$ cat config.mk
export PLATFORM = sky130hd
export DESIGN_NAME = wo_interlock
export DESIGN_NICKNAME = d
export VERILOG_FILES = /design/src/rtl/wo_ilk_pkg.sv /design/src/rtl/wo_stage_reg.sv /design/src/rtl/wo_waw_detect.sv /design/src/rtl/wo_commit_tap.sv /design/src/rtl/wo_interlock.sv
export SDC_FILE = /design/constraint.sdc
export NUM_CORES = 1
export LEC_CHECK = 0
export BUFFER_PORTS_ARGS = -buffer_cell sky130_fd_sc_hd__buf_2
export CAP_MARGIN = 20
export CORE_MARGIN = 4
export CORE_UTILIZATION = 55
export CTS_CLUSTER_SIZE = 16
export DETAILED_ROUTE_END_ITERATION = 12
export PLACE_DENSITY = 0.8
export SYNTH_ARGS = -nofsm -noshare
export SYNTH_HDL_FRONTEND = slang
export SYNTH_HIERARCHICAL = 1
export SYNTH_SLANG_ARGS = --single-unit
$ cat constraint.sdc
create_clock -name clk -period 3.9 [get_ports clk]
set_clock_uncertainty 0.2 [all_clocks]
set_input_delay 0.195 -clock clk [delete_from_list [all_inputs] [get_ports clk]]
set_output_delay 0.195 -clock clk [all_outputs]
set_load 0.05 [all_outputs]
$ cat src/rtl/wo_ilk_pkg.sv
`timescale 1ns/1ps
package wo_ilk_pkg;
  parameter int REG_IDX_W = 3;
  parameter int TAG_W     = 8;
  parameter int NUM_WPH   = 3;
  parameter int NUM_FRONT = 4;
  parameter int NUM_BACK  = 6;

  localparam int PH_W       = $clog2(NUM_WPH);
  localparam int NUM_STAGES = NUM_FRONT + NUM_BACK;
  localparam int FIRST_EXEC = NUM_FRONT;
  localparam int HAZ_DEPTH  = NUM_WPH - 1;

  typedef struct packed {
    logic                 vld;
    logic                 we;
    logic [REG_IDX_W-1:0] dst;
    logic [PH_W-1:0]      ph;
    logic [TAG_W-1:0]     tag;
  } slot_t;

  localparam slot_t EMPTY_SLOT = '0;
endpackage

$ cat src/rtl/wo_stage_reg.sv
`timescale 1ns/1ps
module wo_stage_reg
  import wo_ilk_pkg::*;
(
  input  logic  clk,
  input  logic  rst_n,
  input  logic  en,
  input  slot_t d,
  output slot_t q
);
  always_ff @(posedge clk or negedge rst_n) begin
    if (!rst_n)  q <= EMPTY_SLOT;
    else if (en) q <= d;
  end
endmodule

$ cat src/rtl/wo_waw_detect.sv
`timescale 1ns/1ps
module wo_waw_detect
  import wo_ilk_pkg::*;
#(
  parameter int DEPTH = HAZ_DEPTH
)(
  input  logic                            clk,
  input  logic                            rst_n,
  input  logic                            d2_vld,
  input  logic                            d2_we,
  input  logic [REG_IDX_W-1:0]            d2_dst,
  input  logic [PH_W-1:0]                 d2_ph,
  input  logic [DEPTH-1:0]                ah_vld,
  input  logic [DEPTH-1:0]                ah_we,
  input  logic [DEPTH-1:0][REG_IDX_W-1:0] ah_dst,
  input  logic [DEPTH-1:0][PH_W-1:0]      ah_ph,
  output logic                            hold
);
  logic [DEPTH-1:0] hit;

  // entry i sits i+1 stages ahead of decode; it still overtakes
  // a younger write while young_phase + distance <= old_phase
  for (genvar i = 0; i < DEPTH; i++) begin : g_cmp
    logic same_reg, too_close;
    assign same_reg  = ah_vld[i] && ah_we[i] && (ah_dst[i] == d2_dst);
    assign too_close = (int'(d2_ph) + i + 1) <= int'(ah_ph[i]);
    assign hit[i]    = d2_vld && d2_we && same_reg && too_close;
  end

  assign hold = |hit;

  int unsigned hold_run;
  always_ff @(posedge clk or negedge rst_n) begin
    if (!rst_n)    hold_run <= 0;
    else if (hold) hold_run <= hold_run + 1;
    else           hold_run <= 0;
  end

  AST_HOLD_BOUNDED: assert property (@(posedge clk) disable iff (!rst_n)
    hold |-> (hold_run < DEPTH));
endmodule

$ cat src/rtl/wo_commit_tap.sv
`timescale 1ns/1ps
module wo_commit_tap
  import wo_ilk_pkg::*;
(
  input  logic                         clk,
  input  logic                         rst_n,
  input  slot_t                        ex [NUM_WPH],
  output logic [NUM_WPH-1:0]           c_vld,
  output logic [NUM_WPH*REG_IDX_W-1:0] c_dst,
  output logic [NUM_WPH*TAG_W-1:0]     c_tag
);
  for (genvar p = 0; p < NUM_WPH; p++) begin : g_lane
    assign c_vld[p] = ex[p].vld && ex[p].we && (ex[p].ph == PH_W'(p));
    assign c_dst[p*REG_IDX_W +: REG_IDX_W] = ex[p].dst;
    assign c_tag[p*TAG_W +: TAG_W]         = ex[p].tag;
  end

  for (genvar a = 0; a < NUM_WPH; a++) begin : g_pa
    for (genvar b = a + 1; b < NUM_WPH; b++) begin : g_pb
      AST_NO_SAME_CYCLE_WAW: assert property (@(posedge clk) disable iff (!rst_n)
        (c_vld[a] && c_vld[b]) |-> (ex[a].dst != ex[b].dst));
    end
  end
endmodule

$ cat src/rtl/wo_interlock.sv
`timescale 1ns/1ps
module wo_interlock
  import wo_ilk_pkg::*;
(
  input  logic                                  clk,
  input  logic                                  rst_n,
  input  logic                                  in_valid,
  output logic                                  in_ready,
  input  logic                                  in_we,
  input  logic [REG_IDX_W-1:0]                  in_dst,
  input  logic [PH_W-1:0]                       in_wph,
  input  logic [TAG_W-1:0]                      in_tag,
  output logic                                  stall,
  output logic [NUM_STAGES-1:0]                 stage_vld,
  output logic [NUM_STAGES*TAG_W-1:0]           stage_tag,
  output logic [NUM_WPH-1:0]                    cmt_vld,
  output logic [NUM_WPH*REG_IDX_W-1:0]          cmt_dst,
  output logic [NUM_WPH*TAG_W-1:0]              cmt_tag
);
  slot_t                 stg_q [NUM_STAGES];
  slot_t                 stg_d [NUM_STAGES];
  logic [NUM_STAGES-1:0] stg_en;
  slot_t                 in_slot;
  logic                  hold;

  // capture path: out-of-range phase codes fold onto the last phase
  always_comb begin
    in_slot     = EMPTY_SLOT;
    in_slot.vld = in_valid;
    in_slot.we  = in_valid && in_we;
    in_slot.dst = in_dst;
    in_slot.ph  = (int'(in_wph) > NUM_WPH - 1) ? PH_W'(NUM_WPH - 1) : in_wph;
    in_slot.tag = in_tag;
  end

  for (genvar k = 0; k < NUM_STAGES; k++) begin : g_stage
    if (k == 0) begin : g_dec
      assign stg_d[k]  = in_slot;
      assign stg_en[k] = !hold;
    end else if (k == 1) begin : g_bub
      assign stg_d[k]  = hold ? EMPTY_SLOT : stg_q[0];
      assign stg_en[k] = 1'b1;
    end else begin : g_flow
      assign stg_d[k]  = stg_q[k-1];
      assign stg_en[k] = 1'b1;
    end

    wo_stage_reg u_reg (
      .clk   (clk),
      .rst_n (rst_n),
      .en    (stg_en[k]),
      .d     (stg_d[k]),
      .q     (stg_q[k])
    );

    assign stage_vld[k]              = stg_q[k].vld;
    assign stage_tag[k*TAG_W +: TAG_W] = stg_q[k].tag;
  end

  logic [HAZ_DEPTH-1:0]                ah_vld, ah_we;
  logic [HAZ_DEPTH-1:0][REG_IDX_W-1:0] ah_dst;
  logic [HAZ_DEPTH-1:0][PH_W-1:0]      ah_ph;

  for (genvar i = 0; i < HAZ_DEPTH; i++) begin : g_ahead
    assign ah_vld[i] = stg_q[i+1].vld;
    assign ah_we[i]  = stg_q[i+1].we;
    assign ah_dst[i] = stg_q[i+1].dst;
    assign ah_ph[i]  = stg_q[i+1].ph;
  end

  wo_waw_detect #(.DEPTH(HAZ_DEPTH)) u_detect (
    .clk    (clk),
    .rst_n  (rst_n),
    .d2_vld (stg_q[0].vld),
    .d2_we  (stg_q[0].we),
    .d2_dst (stg_q[0].dst),
    .d2_ph  (stg_q[0].ph),
    .ah_vld (ah_vld),
    .ah_we  (ah_we),
    .ah_dst (ah_dst),
    .ah_ph  (ah_ph),
    .hold   (hold)
  );

  slot_t ex_slots [NUM_WPH];
  for (genvar p = 0; p < NUM_WPH; p++) begin : g_ex
    assign ex_slots[p] = stg_q[FIRST_EXEC + p];
  end

  wo_commit_tap u_commit (
    .clk   (clk),
    .rst_n (rst_n),
    .ex    (ex_slots),
    .c_vld (cmt_vld),
    .c_dst (cmt_dst),
    .c_tag (cmt_tag)
  );

  assign stall    = hold;
  assign in_ready = !hold;

  AST_ACCEPT_LANDS: assert property (@(posedge clk) disable iff (!rst_n)
    (in_valid && in_ready) |=> (stage_vld[0] && stage_tag[TAG_W-1:0] == $past(in_tag)));
  AST_BUBBLE_BEHIND_HOLD: assert property (@(posedge clk) disable iff (!rst_n)
    stall |=> !stage_vld[1]);
  AST_D2_FROZEN: assert property (@(posedge clk) disable iff (!rst_n)
    stall |=> $stable(stg_q[0]));
endmodule

# --- Word level (Yosys, flattened, before mapping) ---
# Cells that the tools add are included.
op_classes:
  reduce_logical: 19
  eq_ne: 4
  muxes: 2
  n_lt_le_gt_ge: 3
  n_addsub: 2
op_table:
  columns: ["op", "n"]
  rows:
  - ["$add A32 B2 Y32 const B", 1]
  - ["$le A32 B3 Y1", 1]
  - ["$logic_and A1 B1 Y1", 16]
  - ["$mux W15", 1]
  - ["$eq A3 B3 Y1", 2]
  - ["$add A2 B1 Y3 const B", 1]
  - ["$le A3 B2 Y1", 1]
  - ["$eq A2 B1 Y1 const B", 1]
  - ["$eq A2 B2 Y1 const B", 1]
  - ["$gt A2 B2 Y1 const B", 1]
  - ["$logic_not A2 Y1", 1]
  - ["$mux W2", 1]
  - ["$reduce_or A2 Y1", 1]
  - ["$logic_not A1 Y1", 1]
totals:
  elab_cells: 71
  register_bits: 132
  in_bits: 17

# --- Longest topological paths before layout ---
# Gate-level depths: netlist (run 1).
logic_depth:
  depth_word: 6
  depth_mapped: 13
  mapped_depth_nobuf: 10

# --- Hierarchy ---
# Netlist (run 1), hierarchy kept.
by_module_without_submodules:
  columns: ["module", "n_inst", "area_per_inst_um2", "seq_area_each_um2", "cells_each"]
  rows:
  - ["wo_stage_reg", 10, 613.1, 375.4, 32]
  - ["wo_commit_tap", 1, 280.3, 0.0, 36]
  - ["wo_waw_detect", 1, 272.8, 0.0, 36]
  - ["wo_interlock", 1, 161.4, 0.0, 21]

# --- Least setup slack after synthesis (run 1) ---
# Ideal clock, no wire load.
synth_path:
  path_type: "register to register"
  start: "reg g_stage[0].u_reg/q[8] (netlist bit)"
  end: "reg g_stage[0].u_reg/q[0] (netlist bit)"
  arrival_time_ns: 3.717
  path_buffers: 3
  required_ns: 3.575
  stages_incl_launch_ff: 14
  path_slack_ns: -0.142
  cell_sequence: "dfrtp_1 -> inv_1 -> ha_1 -> xor2_1 -> ha_1 -> nor2b_1 -> o21ai_0 -> nand3_1 -> a21oi_1 -> buf_6 -> inv_1 -> buf_6 -> buf_12 -> mux2_4"
synth_via:
  elab_chain_len: 5
  word_cells_on_any_way: 7
  cone_classes: "2 x add/sub; 2 x order compare; 3 x reduce/logical"
synth_lines:
  columns: ["element", "line", "rtl"]
  rows:
  - ["from (decl)", "wo_stage_reg.sv:9", "output slot_t q"]
  - ["from (signal assigned)", "wo_stage_reg.sv:12", "if (!rst_n) q <= EMPTY_SLOT;"]
  - ["from (signal assigned)", "wo_stage_reg.sv:13", "else if (en) q <= d;"]
  - ["$add A2 B1 Y3 (*)", "wo_waw_detect.sv:26", "assign too_close = (int'(d2_ph) + i + 1) <= int'(ah_ph[i]);"]
  - ["$add A32 B2 Y32", "wo_waw_detect.sv:26", null]
  - ["$le A32 B3 Y1", "wo_waw_detect.sv:26", null]
  - ["$logic_and A1 B1 Y1", "wo_waw_detect.sv:27", "assign hit[i] = d2_vld && d2_we && same_reg && too_close;"]
  - ["$reduce_or A2 Y1 (*)", "wo_waw_detect.sv:30", "assign hold = |hit;"]
  - ["via stall", "wo_interlock.sv:13", "output logic stall,"]
# The timed path passes the listed nets; every way through them passes the cells marked *.
# A chain may end at the register's enable or synchronous reset.

# --- Worst setup path after layout (run 1) ---
layout_path:
  start: "reg g_stage[0].u_reg/q[8] (netlist bit)"
  end: "out in_ready"
layout_via:
  elab_chain_len: 6
  word_cells_on_any_way: 8
  cone_classes: "2 x add/sub; 2 x order compare; 4 x reduce/logical"
layout_lines:
  columns: ["element", "line", "rtl"]
  rows:
  - ["$add A2 B1 Y3 (*)", "wo_waw_detect.sv:26", null]
  - ["$add A32 B2 Y32", "wo_waw_detect.sv:26", null]
  - ["$le A32 B3 Y1", "wo_waw_detect.sv:26", null]
  - ["$logic_and A1 B1 Y1", "wo_waw_detect.sv:27", null]
  - ["$reduce_or A2 Y1 (*)", "wo_waw_detect.sv:30", null]
  - ["$logic_not A1 Y1 (*)", "wo_interlock.sv:100", "assign in_ready = !hold;"]
  - ["to (decl)", "wo_interlock.sv:8", "output logic in_ready,"]
# Every way passes the cells marked *; elsewhere a longest branch is shown, timed or not.

==> flow_metrics.env, run 1 <==
export IMPL_status="completed"
export IMPL_grt_pass1_vias=3492
export IMPL_dp_final_hpwl_mm=7.80
export IMPL_die_x_um=114
export IMPL_p_switching_uw=2430
export IMPL_final_cells=664
export IMPL_fp_dieH_um=114
export IMPL_coreArea_sq_um=10900
export IMPL_p_comb_share_pct=37.5
export IMPL_drt_iter0_drc=151
export IMPL_reg2reg_depth=10
export IMPL_avgSynthCellArea_sq_um=16.3
export IMPL_worstReg2RegEnd="g_stage[0].u_reg/q[7]"
export IMPL_dp_slack_ns=0.818
export IMPL_overflow=0
export IMPL_p_sw_share_pct=40.5
export IMPL_final_cell_mix="buf_2, dfrtp_1, mux2_4"
export IMPL_synth_area_sq_um=6160
export IMPL_crit_path_end_kind="output pin"
export IMPL_cts_made_buffers=17
export IMPL_dr_pass1_iters=4
export IMPL_drc=0
export IMPL_tightest_slew_ns=0.908
export IMPL_reg_top3="g_stage.u_reg/q: 132 flops"
export IMPL_syn_to_final_growth_pct=19.6
export IMPL_cts_sinks=132
export IMPL_ir_worst_vdd_mv=0.700
export IMPL_wl_per_cell_um=16.2
export IMPL_ios=145
export IMPL_critPathKind="reg2out"
export IMPL_grt_pass1_wl_mm=17.9
export IMPL_p_per_area_nw_per_um2=815
export IMPL_largest_reg_flops=132
export IMPL_floorplan_rows=38
export IMPL_rsz0062_at_grt="false"
export IMPL_fin_crit_sh_pct=93.1
export IMPL_busiest_layer="met2"
export IMPL_use_met3_pct=6.10
export IMPL_detail_route_antenna_nets=0
export IMPL_worstPathRequired_ns=3.50
export IMPL_top_register="g_stage.u_reg/q"
export IMPL_cts_tree="built"
export IMPL_r2r_start="g_stage[0].u_reg/q[8]"
export IMPL_drive_gt1_share_pct=61.8
export IMPL_rrSetupSlack_ns=0.83
export IMPL_p_int_uw=3580
export IMPL_gr_usage_met1_pct=21.7
export IMPL_fin_crit_ns=3.63
export IMPL_place_inst=616
export IMPL_syn_inst=377
export IMPL_drv_slew=0
export IMPL_final_common_cell="buf_2"
export IMPL_setup_violations=0
export IMPL_cp_max_fo=16
export IMPL_grt_usage_pct=17.6
export IMPL_seq_power_share_pct=33.0
export IMPL_hold_viol=0
export IMPL_finalWorstSetupSlack_ns=0.268
export IMPL_n_antenna_cell=0
export IMPL_fin_total_pwr_uw=6010
export IMPL_clk_pin_slew_ns=0.06
export IMPL_maxSlewHeadroom_pct=39.5
export IMPL_finalSetupTns_ns=0
export IMPL_wirelength_mm=10.8
export IMPL_worstSkewPairLatency_ns=0.51
export IMPL_globalplace_congestion=0.746
export IMPL_io_buffers=144
export IMPL_num_vias=3306
export IMPL_max_cap_violations=0
export IMPL_hold_class="in2async"
export IMPL_fmax_ghz=0.275
export IMPL_layout_nets=536
export IMPL_p_leak_uw=0.00374
export IMPL_htreeDepth=4
export IMPL_start_kind="flip-flop"
export IMPL_cts_root_buffer="clkbuf_8"
export IMPL_pwr_share_clk_pct=29.5
export IMPL_start_util_pct=56.6
export IMPL_grt_antenna_before_repair=0
export IMPL_clock_path_buffers=2
export IMPL_arrival_ns=3.24
export IMPL_grt_max_degree=103
export IMPL_viasPerCell=4.98
export IMPL_grtUsageMet2_pct=28.9
export IMPL_die_area_sq_um=13000
export IMPL_yosysWarningCount=6
cell type report:
class	count	area [sq um]
inverter	6	22.5
sequential	132	3300
timing repair buffer	162	902
multi-input combinational	192	2290
clock inverter	12	225
fill	756	3520
clock buffer	20	445
tap	140	175
layer usage:
metal / part of all wire (%) / up-vias / wire length [um]
li1: - / 1524 / -
met1: 43 / 1650 / 4630
met2: 49 / 114 / 5280
met3: 6.2 / 18 / 665
met4: 1.9 / 0 / 200
met5: 0 / - / 0
worst max-delay path: stages, from the launching register on:
cell and delay, ns:
dfrtp_1 0.48, inv_1 0.15, ha_1 0.34, xor2_1 0.15, ha_1 0.31, nor2b_1 0.13
o21ai_0 0.09, nand3_1 0.09, a21oi_2 0.06, inv_1 0.53, buf_2 0.39
timing repair:
action | CTS | global route
hold buffers | 16 | 0
hold endpoints to repair | 116 | 0
gates resized for setup | 0 | 0
setup buffers | 0 | 0
power by group through the flow:
| stage | Combinational [uW] | Sequential [uW] | Clock (uW) |
|---|---|---|---|
| 2_1_floorplan | 1070 | 2830 | 0 |
| 3_3_place_gp | 2220 | 1980 | 0 |
| 3_5_place_dp | 2240 | 2010 | 0 |
| 4_1_cts | 2260 | 1990 | 1810 |
| 5_1_grt | 2330 | 2040 | 1870 |
| 6_report | 2250 | 1980 | 1770 |
worst max-delay path by stage:
stage	from	to	depth (start not counted)
2_1_floorplan	g_stage[0].u_reg/q[8]	g_stage[0].u_reg/q[0]	13
3_3_place_gp	g_stage[0].u_reg/q[8]	in_ready	10
3_5_place_dp	g_stage[0].u_reg/q[8]	in_ready	10
4_1_cts	g_stage[0].u_reg/q[8]	in_ready	10
5_1_grt	g_stage[0].u_reg/q[8]	in_ready	10
6_report	g_stage[0].u_reg/q[8]	in_ready	10
per-stage QoR:
stage	hold slack [ns]	area, sq um	utilization, %
floorplan	-0.301	6190	-
global placement	0.156	6530	60.0
detailed placement	0.172	6530	60.0
CTS	0.183	7360	67.6
global route	0.223	7360	67.6
finish	0.143	7360	67.6
(Power assumes the default switching activity.)
==> run 2: changes to the inputs <==
- CORE_MARGIN: 4 -> 2
==> flow_metrics.env, run 2 (same netlist as run 1, synthesis figures left out) <==
export IMPL_io_buffers=144
export IMPL_hold_viol=0
export IMPL_wirelength_mm=10.8
export IMPL_p_per_area_nw_per_um2=795
export IMPL_max_cap_violations=0
export IMPL_n_antenna_cell=0
export IMPL_rsz0062_at_grt="false"
export IMPL_drc=0
export IMPL_overflow=0
export IMPL_crit_end="stall"
export IMPL_maxSlewHeadroom_pct=38.0
export IMPL_num_vias=3273
export IMPL_arrival_ns=3.16
export IMPL_setup_violations=0
export IMPL_dp_slack_ns=0.782
export IMPL_crit_chain="inv_1 -> ha_1 -> xor2_1 -> ha_1 -> nor2b_1 -> o21ai_0 -> nand3_1 -> a21oi_2 -> buf_4 -> buf_2"
export IMPL_dp_final_hpwl_mm=7.43
export IMPL_fin_crit_ns=3.56
export IMPL_worstReg2RegEnd="g_stage[1].u_reg/q[13]"
export IMPL_reg2reg_depth=11
export IMPL_ios=145
export IMPL_fp_dieH_um=110
export IMPL_rrSetupSlack_ns=0.74
export IMPL_fmax_ghz=0.281
export IMPL_critPathMaxStageDelay_ns=0.46
export IMPL_clk_pin_slew_ns=0.06
export IMPL_worstPathRequired_ns=3.50
export IMPL_crit_path_end_kind="output pin"
export IMPL_cts_tree="built"
export IMPL_grt_antenna_before_repair=0
export IMPL_drv_slew=0
export IMPL_tightest_slew_ns=0.930
export IMPL_ir_worst_vdd_mv=0.645
export IMPL_start_util_pct=56.6
export IMPL_drt_iter0_drc=116
export IMPL_dr_pass1_iters=4
export IMPL_coreArea_sq_um=10900
export IMPL_detail_route_antenna_nets=0
export IMPL_largest_reg_flops=132
export IMPL_grt_pass1_vias=3371
export IMPL_status="completed"
export IMPL_cts_root_buffer="clkbuf_8"
export IMPL_die_area_sq_um=12100
export IMPL_grt_usage_pct=19.3
export IMPL_globalplace_congestion=0.745
export IMPL_crit_path_top_delay_cell="dfrtp_1"
export IMPL_floorplan_rows=38
export IMPL_clock_path_buffers=2
export IMPL_worstSkewPairLatency_ns=0.53
export IMPL_top_register="g_stage.u_reg/q"
export IMPL_htreeDepth=4
export IMPL_final_common_cell="buf_2"
export IMPL_viasPerCell=4.91
export IMPL_grt_max_degree=106
export IMPL_die_x_um=110
export IMPL_critPathKind="reg2out"
export IMPL_layout_nets=540
export IMPL_p_leak_uw=0.00373
export IMPL_crit_top_cell="ha_1"
export IMPL_finalSetupTns_ns=0
export IMPL_hold_class="in2async"
export IMPL_finalWorstSetupSlack_ns=0.340
export IMPL_final_cell_mix="buf_2, dfrtp_1, mux2_4"
export IMPL_cp_max_fo=16
export IMPL_drive_gt1_share_pct=62.2
export IMPL_startpoint="g_stage[0].u_reg/q[8]"
export IMPL_cts_made_buffers=17
export IMPL_start_kind="flip-flop"
export IMPL_syn_to_final_growth_pct=18.9
export IMPL_cts_sinks=132
export IMPL_fin_crit_sh_pct=91.3
export IMPL_reg_top3="g_stage.u_reg/q: 132 flops"
export IMPL_grt_pass1_wl_mm=17.3
export IMPL_r2r_start="g_stage[0].u_reg/q[8]"
export IMPL_wl_per_cell_um=16.3
-- run 2: cell types whose count changed in the layout (fill, tap and decap cells not counted) --
cell / delta
inv_6: -1
clkinv_4: -1
clkinv_2: +4
inv_1: -1
clkbuf_8: -1
buf_4: +4
bufinv_16: -2
-- run 2: worst min path at each step --
| stage | startpoint | end | slack, ns | cells after the start |
|---|---|---|---|---|
| 3_5_place_dp | rst_n | g_stage[9].u_reg/q[2] | 0.18 | 1 |
| 6_report | rst_n | g_stage[9].u_reg/q[2] | 0.15 | 2 |
| 2_1_floorplan | rst_n | g_stage[0].u_reg/q[0] | -0.30 | 0 |
| 3_3_place_gp | rst_n | g_stage[9].u_reg/q[3] | 0.17 | 1 |
| 5_1_grt | in_tag[1] | g_stage[0].u_reg/q[1] | 0.22 | 3 |
| 4_1_cts | rst_n | g_stage[8].u_reg/q[1] | 0.18 | 2 |
-- run 2: area by class of cell --
class                      count  area [sq um]
fill                         764          3570
sequential                   132          3300
multi-input combinational    192          2290
timing repair buffer         166           932
clock buffer                  19           432
tap                          140           175
clock inverter                11           160
inverter                       6          26.3
-- run 2: critical path, delay by kind of cell (launching register included) --
kind | cells | cell delay (ns)
buffers and inverters | 3 | 0.73
adder cells (fa/ha/maj) | 2 | 0.67
flip-flops | 1 | 0.46
AO/OA/AOI/OAI | 2 | 0.37
AND/OR/NAND/NOR | 2 | 0.25
XOR/XNOR | 1 | 0.16
-- run 2: report_power, final --
part,total [uW],internal [uW],switching [uW]
logic,2250,671,1580
clock network,1590,1040,549
registers,1980,1700,282
-- run 2: metal layers --
layer | routed length [um] | vias up | global-route usage, %
met5 | 0 | - | 0
met4 | 132 | 0 | 7.59
met3 | 499 | 12 | 6.58
met2 | 5560 | 100 | 31.6
met1 | 4640 | 1641 | 23.4
li1 | - | 1520 | -
-- run 2: timing repair --
| item | CTS | global route |
|---|---|---|
| hold buffers | 16 | 0 |
| endpoints found under the setup margin | 0 | 1 |
| resized for setup | 0 | 1 |
| buffers inserted | 0 | 4 |
| endpoints found under the hold margin | 119 | 0 |
-- run 2: stage by stage --
step                      utilization (%)  power (uW)  instance area (sq um)  hold WS (ns)  instances
final                                67.2        5820                   7320         0.150        666
after global routing                 67.2        6080                   7320         0.216        666
after CTS                            66.9        5870                   7290         0.179        662
after detailed placement             60.0        4240                   6530         0.182        616
after global placement               60.0        4190                   6530         0.171        616
after floorplan                         -        3890                   6190        -0.301        385
==> run 3: changes to the inputs <==
- CORE_UTILIZATION: 55 -> 50
- PLACE_DENSITY: 0.8 -> 0.79
- SLEW_MARGIN: unset -> 10
- SYNTH_HIERARCHICAL: 1 -> unset
- clock period: 3.9 -> 3.89 ns (I/O delays scaled with it)
==> flow_metrics.env, run 3 <==
export IMPL_grt_pass1_wl_mm=11.5
export IMPL_dr_pass1_iters=2
export IMPL_globalplace_congestion=0.750
export IMPL_synth_common_cells="dfrtp_1, buf_4, nor2b_1, mux2_1, ha_1"
export IMPL_synth_compound_area_share_pct=1.54
export IMPL_grt_pass1_vias=2328
export IMPL_cts_sinks=132
export IMPL_yosys_area_top_type_share_pct=73.7
export IMPL_n_antenna_cell=0
export IMPL_layout_nets=407
export IMPL_fin_crit_sh_pct=89.3
export IMPL_critPathKind="reg2reg"
export IMPL_synth_xor_area_share_pct=1.56
export IMPL_num_vias=2237
export IMPL_worstPathRequired_ns=4.12
export IMPL_cts_root_buffer="clkbuf_8"
export IMPL_pwr_share_clk_pct=45.5
export IMPL_htreeDepth=4
export IMPL_arrival_ns=3.70
export IMPL_synth_area_sq_um=4480
export IMPL_dpl_cell_area_sq_um=4750
export IMPL_top_register="g_stage.u_reg.q"
export IMPL_p_sw_share_pct=26.4
export IMPL_fin_crit_ns=3.47
export IMPL_post_cts_resized=0
export IMPL_final_cell_mix="buf_2, dfrtp_1, dlygate4sd3_1"
export IMPL_reg_top3="g_stage.u_reg.q: 132 flops"
export IMPL_finalSetupTns_ns=0
export IMPL_p_comb_share_pct=11.9
export IMPL_wirelength_mm=7.06
export IMPL_drt_iter0_drc=40
export IMPL_ir_worst_vdd_mv=0.361
export IMPL_hold_class="reg2reg"
export IMPL_status="completed"
export IMPL_io_buffers=144
export IMPL_clock_path_buffers=2
export IMPL_clk_pin_slew_ns=0.06
export IMPL_final_common_cell="buf_2"
export IMPL_floorplan_rows=34
export IMPL_grt_usage_pct=15.6
export IMPL_yosys_area_top_type="dfrtp_1"
export IMPL_coreArea_sq_um=8720
export IMPL_grt_antenna_before_repair=0
export IMPL_die_area_sq_um=9740
export IMPL_hold_slack_ns=0.147
export IMPL_drive_gt1_share_pct=45.1
export IMPL_hold_viol=0
export IMPL_fin_total_pwr_uw=3500
export IMPL_wl_per_cell_um=14.0
export IMPL_viasPerCell=4.45
export IMPL_max_cap_violations=0
export IMPL_synth_area_mux_share_pct=3.24
export IMPL_synth_edf_count=0
export IMPL_syn_to_final_growth_pct=23.3
export IMPL_synth_top_family_by_area="buffers and inverters"
export IMPL_drv_slew=0
export IMPL_p_leak_uw=0.00276
export IMPL_design_area_sq_um=5530
export IMPL_worstSkewPairLatency_ns=0.49
export IMPL_avgSynthCellArea_sq_um=15.9
export IMPL_cts_made_buffers=17
export IMPL_fmax_ghz=0.288
export IMPL_ys_types=27
export IMPL_syn_inst=282
export IMPL_synth_simple_area_share_pct=4.02
export IMPL_detail_route_antenna_nets=0
export IMPL_synth_seq_cells=132
export IMPL_p_switching_uw=926
export IMPL_tightest_slew_ns=0.894
export IMPL_ios=145
export IMPL_p_per_area_nw_per_um2=633
export IMPL_largest_reg_flops=132
export IMPL_cts_tree="built"
export IMPL_crit_path_end_kind="flip-flop"
export IMPL_die_x_um=98.7
export IMPL_dp_final_hpwl_mm=4.82
export IMPL_synth_area_top_cells="dfrtp_1, buf_4, mux2_1"
export IMPL_synth_fa_ha_area_share_pct=2.12
export IMPL_rsz0062_at_grt="false"
export IMPL_fp_dieH_um=98.7
export IMPL_setup_violations=0
export IMPL_yosysMostFrequentCell="dfrtp_1"
export IMPL_maxSlewHeadroom_pct=40.4
export IMPL_start_util_pct=51.4
export IMPL_p_int_uw=2570
export IMPL_drc=0
export IMPL_grt_max_degree=106
export IMPL_synthArstFlopShare_pct=100
export IMPL_seq_power_share_pct=42.6
export IMPL_yosysSeqAreaShare_pct=73.7
export IMPL_cp_max_fo=24
export IMPL_start_kind="flip-flop"
export IMPL_yosysWarningCount=0
export IMPL_ys_flop_type="dfrtp_1"
export IMPL_overflow=0
export IMPL_synthesis_nets=306
[run 3: power by group through the flow]
stage,logic [uW],clock network [uW],registers [uW]
4_1_cts,422,1640,1490
3_3_place_gp,404,0,1510
3_5_place_dp,409,0,1520
6_report,417,1590,1490
2_1_floorplan,265,0,1600
5_1_grt,439,1690,1500
[run 3: kinds of logic (layout without fill, tap and decap cells)]
| family | after synthesis | count (layout) |
|---|---|---|
| flip-flops | 132 | 132 |
| buffers and inverters | 85 | 198 |
| multiplexers | 13 | 13 |
| adder cells (fa/ha/maj) | 7 | 7 |
| XOR/XNOR | 8 | 8 |
| AO/OA/AOI/OAI | 7 | 7 |
| AND/OR/NAND/NOR | 30 | 30 |
[run 3: final timing paths]
| check | depth (start not counted) | to | slack (ns) | from |
|---|---|---|---|---|
| max | 11 | g_stage[0].u_reg.q[13] | 0.42 | g_stage[0].u_reg.q[8] |
| min | 0 | g_stage[4].u_reg.q[13] | 0.15 | g_stage[3].u_reg.q[13] |
| max reg2reg | 11 | g_stage[0].u_reg.q[13] | 0.42 | g_stage[0].u_reg.q[8] |
| min reg2reg | 0 | g_stage[4].u_reg.q[13] | 0.15 | g_stage[3].u_reg.q[13] |
| max in group asynchronous | 3 | g_stage[8].u_reg.q[6] | 2.39 | rst_n |
| min in group asynchronous | 2 | g_stage[9].u_reg.q[14] | 0.18 | rst_n |
[run 3: layout make-up]
type | instances | area, sq um
timing repair buffer | 163 | 912
clock buffer | 18 | 418
fill | 613 | 3190
sequential | 132 | 3300
clock inverter | 13 | 184
tap | 108 | 135
inverter | 4 | 15.0
multi-input combinational | 65 | 559
[run 3: worst max-delay path: stages, from the launching register on]
cell and delay, ns:
dfrtp_1 0.49, inv_1 0.14, ha_1 0.35, xor2_1 0.18
ha_1 0.30, nor2b_1 0.13, o21ai_0 0.16, nand3_1 0.14
a21oi_2 0.32, buf_4 0.34, a21o_1 0.12, dlygate4sd3_1 0.54
[run 3: stage by stage]
step                instances  worst slack, ns  utilization [%]
floorplan                 282            0.976                -
CTS                       503            0.401             63.4
detailed placement        455            0.639             54.5
finish                    503            0.416             63.4
global placement          455            0.821             54.5
global route              503            0.141             63.4
[run 3: routing by layer]
metal  up-vias  track usage (%)  wire length, um
li1       1034                -                -
met1      1094             18.6             2910
met2       103             25.4             3580
met3         6             5.82              495
met4         0             7.27               76
met5         -                0                0
[run 3: timing repair]
item / CTS / global route
endpoints found under the hold margin: 119 / 0
buffers inserted: 0 / 0
hold buffers: 17 / 0
